==> src/rtl/mailbox_pkg.sv <==
package mailbox_pkg;
  typedef enum logic [1:0] {
    OWN_NONE = 2'd0,
    OWN_HOST = 2'd1,
    OWN_DEV  = 2'd2
  } owner_t;

  typedef struct packed {
    logic loadHost;
    logic loadDev;
    logic showHost;
    logic showDev;
  } mbox_strobe_t;
endpackage

==> src/rtl/mailbox_ctrl.sv <==
module mailbox_ctrl
  import mailbox_pkg::*;
#(
  parameter int DATA_W = 8
) (
  input  logic              clk,
  input  logic              rstN,
  input  logic              hostWrEn,
  input  logic [DATA_W-1:0] hostWrData,
  input  logic              devWrEn,
  input  logic [DATA_W-1:0] devWrData,
  output mbox_strobe_t      strobes
);
  owner_t owner;
  logic hostReq, devReq, hostAcc, devAcc;

  assign hostReq = hostWrEn && (hostWrData != '0);
  assign devReq  = devWrEn  && (devWrData  != '0);
  assign hostAcc = hostReq && (owner != OWN_HOST);
  assign devAcc  = devReq  && (owner != OWN_DEV) && !hostAcc;

  always_ff @(posedge clk or negedge rstN) begin
    if (!rstN) begin
      owner <= OWN_NONE;
    end else if (hostAcc) begin
      owner <= OWN_HOST;
    end else if (devAcc) begin
      owner <= OWN_DEV;
    end
  end

  always_comb begin
    strobes.loadHost = hostAcc;
    strobes.loadDev  = devAcc;
    strobes.showHost = (owner == OWN_DEV);
    strobes.showDev  = (owner == OWN_HOST);
  end

  assert_host_send_R2: assert property (@(posedge clk) disable iff (!rstN)
    (hostWrEn && hostWrData != '0 && owner != OWN_HOST) |=> owner == OWN_HOST);

  assert_dev_send_R3: assert property (@(posedge clk) disable iff (!rstN)
    (devWrEn && devWrData != '0 && owner == OWN_HOST) |=> owner == OWN_DEV);

  assert_zero_ignored_R4: assert property (@(posedge clk) disable iff (!rstN)
    (!(hostWrEn && hostWrData != '0) && !(devWrEn && devWrData != '0)) |=> $stable(owner));

  assert_repeat_ignored_R5: assert property (@(posedge clk) disable iff (!rstN)
    (owner == OWN_HOST && !(devWrEn && devWrData != '0)) |=> owner == OWN_HOST);
endmodule

==> src/rtl/mailbox_datapath.sv <==
module mailbox_datapath
  import mailbox_pkg::*;
#(
  parameter int DATA_W = 8
) (
  input  logic              clk,
  input  logic              rstN,
  input  mbox_strobe_t      strobes,
  input  logic [DATA_W-1:0] hostWrData,
  input  logic [DATA_W-1:0] devWrData,
  output logic [DATA_W-1:0] hostRdData,
  output logic [DATA_W-1:0] devRdData
);
  logic [DATA_W-1:0] slotByte;

  always_ff @(posedge clk or negedge rstN) begin
    if (!rstN) begin
      slotByte <= '0;
    end else if (strobes.loadHost) begin
      slotByte <= hostWrData;
    end else if (strobes.loadDev) begin
      slotByte <= devWrData;
    end
  end

  assign hostRdData = strobes.showHost ? slotByte : '0;
  assign devRdData  = strobes.showDev  ? slotByte : '0;

  assert_views_exclusive_R8: assert property (@(posedge clk) disable iff (!rstN)
    !(hostRdData != '0 && devRdData != '0));

  assert_host_view_steady_R8: assert property (@(posedge clk) disable iff (!rstN)
    (hostRdData != '0 && $past(hostRdData) != '0) |-> hostRdData == $past(hostRdData));

  assert_dev_view_steady_R8: assert property (@(posedge clk) disable iff (!rstN)
    (devRdData != '0 && $past(devRdData) != '0) |-> devRdData == $past(devRdData));

  assert_reply_turn_R6: assert property (@(posedge clk) disable iff (!rstN)
    (devRdData != '0 && strobes.loadDev) |=> devRdData == '0);
endmodule

==> src/rtl/duplex_mailbox.sv <==
module duplex_mailbox
  import mailbox_pkg::*;
#(
  parameter int DATA_W = 8
) (
  input  logic              clk,
  input  logic              rstN,
  input  logic              hostWrEn,
  input  logic [DATA_W-1:0] hostWrData,
  output logic [DATA_W-1:0] hostRdData,
  output logic              hostMsgWaiting,
  input  logic              devWrEn,
  input  logic [DATA_W-1:0] devWrData,
  output logic [DATA_W-1:0] devRdData,
  output logic              devMsgWaiting
);
  mbox_strobe_t strobes;

  mailbox_ctrl #(.DATA_W(DATA_W)) i_ctrl (
    .clk(clk), .rstN(rstN),
    .hostWrEn(hostWrEn), .hostWrData(hostWrData),
    .devWrEn(devWrEn), .devWrData(devWrData),
    .strobes(strobes)
  );

  mailbox_datapath #(.DATA_W(DATA_W)) i_datapath (
    .clk(clk), .rstN(rstN), .strobes(strobes),
    .hostWrData(hostWrData), .devWrData(devWrData),
    .hostRdData(hostRdData), .devRdData(devRdData)
  );

  assign hostMsgWaiting = strobes.showHost;
  assign devMsgWaiting  = strobes.showDev;
endmodule

==> config.mk <==
export PLATFORM = sky130hd
export DESIGN_NAME = duplex_mailbox
export DESIGN_NICKNAME = d
export VERILOG_FILES = /design/src/rtl/mailbox_pkg.sv /design/src/rtl/mailbox_ctrl.sv /design/src/rtl/mailbox_datapath.sv /design/src/rtl/duplex_mailbox.sv
export SDC_FILE = /design/constraint.sdc
export NUM_CORES = 1
export LEC_CHECK = 0
export BUFFER_PORTS_ARGS = -buffer_cell sky130_fd_sc_hd__buf_2
export CAP_MARGIN = 10
export CORE_MARGIN = 4
export CORE_UTILIZATION = 33
export DETAILED_ROUTE_END_ITERATION = 16
export GPL_ROUTABILITY_DRIVEN = 0
export PLACE_DENSITY = 0.76
export RECOVER_POWER = 100
export SYNTH_ARGS = -nofsm -noshare
export SYNTH_HDL_FRONTEND = slang
export SYNTH_HIERARCHICAL = 1
export SYNTH_SLANG_ARGS = --single-unit
==> constraint.sdc <==
create_clock -name clk -period 2.1 [get_ports clk]
set_input_delay 0.21 -clock clk [delete_from_list [all_inputs] [get_ports clk]]
set_output_delay 0.21 -clock clk [all_outputs]
set_load 0.05 [all_outputs]
# Word level (Yosys, flattened, before mapping)
# Cells that the tools add are included.
[totals] out_inout_bits=18 input_bits=20 mem_count=0 rom_bits=0 ramBits=0 word_cells=21 latch_bits=0 register_bits=10
[classes] add_sub_neg=0 bitwise_logic=0 muxes=6 shift=0 magnitude_cmp=0 n_eq_ne=4 mul=0 div=0 n_reduce_logical=9
[op_table] operator="8-bit two-way mux" n=4
[op_table] operator="8-bit nonzero test" n=2
[op_table] operator="1-bit logical AND" n=5
[op_table] operator="2-bit two-way mux" n=2
[op_table] operator="2-bit by 1-bit equality test with 1-bit output, second input constant" n=1
[op_table] operator="2-bit equality test, second input constant" n=1
[op_table] operator="2-bit by 1-bit != test with 1-bit output, second input constant" n=1
[op_table] operator="2-bit != test, second input constant" n=1
[op_table] operator="2-bit nonzero test" n=1
[op_table] operator="1-bit logical NOT" n=1

# Logic depth before layout (Yosys ltp)
[depth] ltp_word=7 ltp_mapped=7 depth_no_buf=5

# Modules after synthesis
# The synthesis kept the hierarchy.
[modules_own_cells] mod="mailbox_datapath" seq_area_each_um2=200.2 area_per_inst_um2=473.0 n_inst=1 cells_per_inst=50
[modules_own_cells] mod="mailbox_ctrl" seq_area_each_um2=50.0 area_per_inst_um2=147.6 n_inst=1 cells_per_inst=17

# Worst setup path before layout
# OpenSTA, ideal clock, no wires.
[synth_timing] kind="register to register" startpoint="reg i_ctrl.owner[0]" endpoint="reg i_datapath.slotByte[0]" slack_ns=-0.172 n_path_buf=2 setup_time_ns=0.121 required_time_ns=1.979 arrival_ns=2.151 stages_incl_launch_ff=8 synth_period_minus_slack_ns=2.272 cell_sequence="dfrtp_1 > nor2b_1 > a211oi_1 > nor3_1 > buf_4 > buf_6 > mux2i_1 > o21ai_1"
[synth_via] elab_chain_len=5 word_cells_on_any_way=8 cone_classes="2 x eq/ne; 1 x mux; 5 x reduce/logical"
[synth_rtl] item="start, declared" line_no="mailbox_ctrl.sv:14" text="owner_t owner;"
[synth_rtl] item="start signal, assigned" line_no="mailbox_ctrl.sv:24" text="owner <= OWN_NONE;"
[synth_rtl] item="start signal, assigned" line_no="mailbox_ctrl.sv:26" text="owner <= OWN_HOST;"
[synth_rtl] item="start signal, assigned" line_no="mailbox_ctrl.sv:28" text="owner <= OWN_DEV;"
[synth_rtl] item="2-bit by 1-bit != test with 1-bit output" line_no="mailbox_ctrl.sv:19" text="assign hostAcc = hostReq && (owner != OWN_HOST);"
[synth_rtl] item="1-bit logical AND" line_no="mailbox_ctrl.sv:19"
[synth_rtl] item="net i_ctrl.hostAcc" line_no="mailbox_ctrl.sv:15" text="logic hostReq, devReq, hostAcc, devAcc;"
[synth_rtl] item="1-bit logical NOT" line_no="mailbox_ctrl.sv:20" text="assign devAcc = devReq && (owner != OWN_DEV) && !hostAcc;"
[synth_rtl] item="1-bit logical AND" line_no="mailbox_ctrl.sv:20"
[synth_rtl] item="net i_ctrl.devAcc" line_no="mailbox_ctrl.sv:15"
[synth_rtl] item="2-bit nonzero test (no line)"
[synth_rtl] item="end signal, assigned" line_no="mailbox_datapath.sv:20" text="slotByte <= hostWrData;"
[synth_rtl] item="end signal, assigned" line_no="mailbox_datapath.sv:22" text="slotByte <= devWrData;"
[synth_rtl] item="end, declared" line_no="mailbox_datapath.sv:14" text="logic [DATA_W-1:0] slotByte;"
# The timed path passes the listed nets, and every way through them passes these cells.
# A chain may end at the register's enable or synchronous reset.

# Worst setup path after layout
[layout_timing] startpoint="reg i_ctrl.owner[1]" endpoint="out hostMsgWaiting"
[layout_via] elab_chain_len=1
[layout_rtl] item="2-bit equality test" line_no="mailbox_ctrl.sv:35" text="strobes.showHost = (owner == OWN_DEV);"
[layout_rtl] item="end, declared" line_no="duplex_mailbox.sv:11" text="output logic hostMsgWaiting,"
# Every way passes these cells.

==> impl_metrics.env <==
export IMPL_ys_seq_area_frac=0.4032
export IMPL_clk_path_buf_depth=2
export IMPL_p_per_area_nw_per_um2=906.3
export IMPL_cts_hold_buf=1
export IMPL_finalHoldViolCount=0
export IMPL_synth_cells=67
export IMPL_path_class="register to primary output"
export IMPL_stdcell_area_um2=863.3
export IMPL_fmax_ghz=0.5410
export IMPL_ant_nets=0
export IMPL_ios=38
export IMPL_rsz0062_at_grt="false"
export IMPL_diodes=0
export IMPL_layoutNonFillerInstCount=135
export IMPL_layout_common_cells="buf_2 (18), and2_1 (16), clkbuf_1 (16)"
export IMPL_final_setup_viol_count=0
export IMPL_post_route_period_util=0.8802
export IMPL_post_dp_cell_area_um2=844.6
export IMPL_area_growth_pct=39.11
export IMPL_max_stage_delay_ns=0.47
export IMPL_grt_pass1_wl_um=2856
export IMPL_die_h_um=51.37
export IMPL_synth_warnings=6
export IMPL_synthSimpleGateAreaFrac=0.2843
export IMPL_period_needed_ns=1.848
export IMPL_cts_tree="yes"
export IMPL_hold_path_class="primary input to register"
export IMPL_syn_area_um2=620.6
export IMPL_dp_slack_ns=0.3205
export IMPL_crit_path_end_kind="primary output"
export IMPL_cts_reportedPaths_clkPinSlew_ns=0.07
export IMPL_status="complete, no violations"
export IMPL_grt_max_degree=19
export IMPL_htreeDepth=1
export IMPL_root_buffer="clkbuf_4"
export IMPL_maxCapViolations=0
export IMPL_post_route_drc_count=0
export IMPL_dp_hpwl_um=1369
export IMPL_slowest_stage="clkbuf_1"
export IMPL_utilization=0.4946
export IMPL_io_buffers=37
export IMPL_core_um2=1745
export IMPL_antenna_found_initial=0
export IMPL_drt_iter0_markers=3
export IMPL_power_leakage_nw=0.4055
export IMPL_final_nets=131
export IMPL_grt_pass1_vias=606
export IMPL_worstSetupStartpointType="register"
export IMPL_die_width_um=51.37
export IMPL_skew_ns=0.004282
export IMPL_maxSlewHeadroom=0.5974
export IMPL_wl_per_cell_um=12.87
export IMPL_synth_compound_area_frac=0.1109
export IMPL_synth_top_family_by_area="simple AND/OR/NAND/NOR gates"
export IMPL_fin_ws_ns=0.2515
export IMPL_cp_max_fo=6
export IMPL_ys_ff_latch=10
export IMPL_initial_core_util=0.3556
export IMPL_via_per_inst=4.622
export IMPL_irDropWorstVdd_mv=0.3970
export IMPL_worstPathArrival_ns=1.64
export IMPL_fin_tns_setup_ns=0
export IMPL_grtUsageTotal=0.1500
export IMPL_syn_num_nets=87
export IMPL_path_cells="inv_1 -> nor2_1 -> buf_4 -> clkbuf_1"
export IMPL_cts_made_buffers=3
export IMPL_ctsResizeCount=0
export IMPL_cp_data_required_time_ns=1.89
export IMPL_drt_wl_total_um=1737
export IMPL_avgSynthCellArea_um2=9.263
export IMPL_dieArea_um2=2638
export IMPL_drv_slew=0
export IMPL_cts_sinks=10
export IMPL_dp_cells=130
export IMPL_synthAdderAreaFrac=0
export IMPL_ys_types=18
export IMPL_worstMarginPinSlew_ns=0.6039
export IMPL_post_cts_setup_buffers=0
export IMPL_vias=624
export IMPL_rows=15
export IMPL_drt_first_pass_iters=2
export IMPL_synth_xor_area_frac=0
export IMPL_final_common_cell="buf_2"
export IMPL_synth_mux_area_frac=0.1290
export IMPL_overflow=0
export IMPL_clk_latency_ns=0.27
export IMPL_drive_above_1_share=0.3000
-- stage by stage --
| stage | hold slack [ns] | total power (W) |
|---|---|---|
| 2_1_floorplan | -0.08559 | 0.0005306 |
| 3_3_place_gp | 0.08115 | 0.0006226 |
| 3_5_place_dp | 0.08601 | 0.0006286 |
| 4_1_cts | 0.1598 | 0.0008103 |
| 5_1_grt | 0.1719 | 0.0008320 |
| 6_report | 0.1593 | 0.0007824 |
-- registers in the layout (all words and copies together) (netlist names) --
name	count
i_datapath/slotByte	8
i_ctrl/owner	2
-- layout make-up --
| class | instances | area [um2] |
|---|---|---|
| fill | 173 | 882.1 |
| multi-input combinational | 51 | 327.8 |
| sequential | 10 | 250.2 |
| timing repair buffer | 43 | 210.2 |
| clock buffer | 4 | 36.28 |
| tap | 25 | 31.28 |
| inverter | 2 | 7.507 |
-- critical path, delay by kind of cell, from the launching register on --
family	cells	cell delay, ns
simple gates	1	0.28
flops	1	0.36
buf+inv	3	0.73
-- worst paths after layout --
kind                                 start                      to  slack, ns  cells after the start
min reg2reg                i_ctrl/owner[0]         i_ctrl/owner[0]       0.51                      1
min                          hostWrData[2]  i_datapath/slotByte[2]       0.16                      3
min in group asynchronous             rstN  i_datapath/slotByte[5]       0.46                      2
max reg2reg                i_ctrl/owner[0]  i_datapath/slotByte[0]       0.43                      4
max in group asynchronous             rstN  i_datapath/slotByte[3]       1.25                      2
max                        i_ctrl/owner[1]          hostMsgWaiting       0.25                      4
-- power by group --
part | leakage, nW | total [W] | switching [W] | internal [W]
sequential | 0.120 | 0.000257 | 0.0000251 | 0.000232
clock | 0.0210 | 0.000176 | 0.0000709 | 0.000105
combinational | 0.264 | 0.000349 | 0.000249 | 0.0000996
total | 0.406 | 0.000782 | 0.000345 | 0.000437
-- kinds of logic (layout without fill, tap and decap cells) --
kind of cell           count (synthesis)  count (layout)
AND/OR/NAND/NOR                       31              31
AO/OA/AOI/OAI                         12              12
flip-flops                            10              10
multiplexers                           8               8
buffers and inverters                  6              49
-- metal layers --
metal  track usage  share of wire
met1        0.2040           0.46
met2        0.2076           0.41
met3       0.04956           0.11
met4       0.07860          0.018
met5             0              0
-- Yosys cell counts (all sizes together) --
| cell type | count | area [um2] |
|---|---|---|
| nor2 | 1 | 3.750 |
| a21o | 1 | 7.510 |
| nand2 | 8 | 30.03 |
| and2 | 16 | 100.1 |
| nor3 | 1 | 5.000 |
| nor2b | 1 | 6.260 |
| a21oi | 1 | 5.000 |
| a211oi | 1 | 7.510 |
| or4 | 2 | 18.77 |
| nor4 | 2 | 12.51 |
| mux2i | 8 | 80.08 |
| buf | 4 | 37.53 |
| inv | 2 | 7.510 |
| o21ai | 9 | 48.80 |
| dfrtp | 10 | 250.2 |
(Power assumes the default switching activity.)
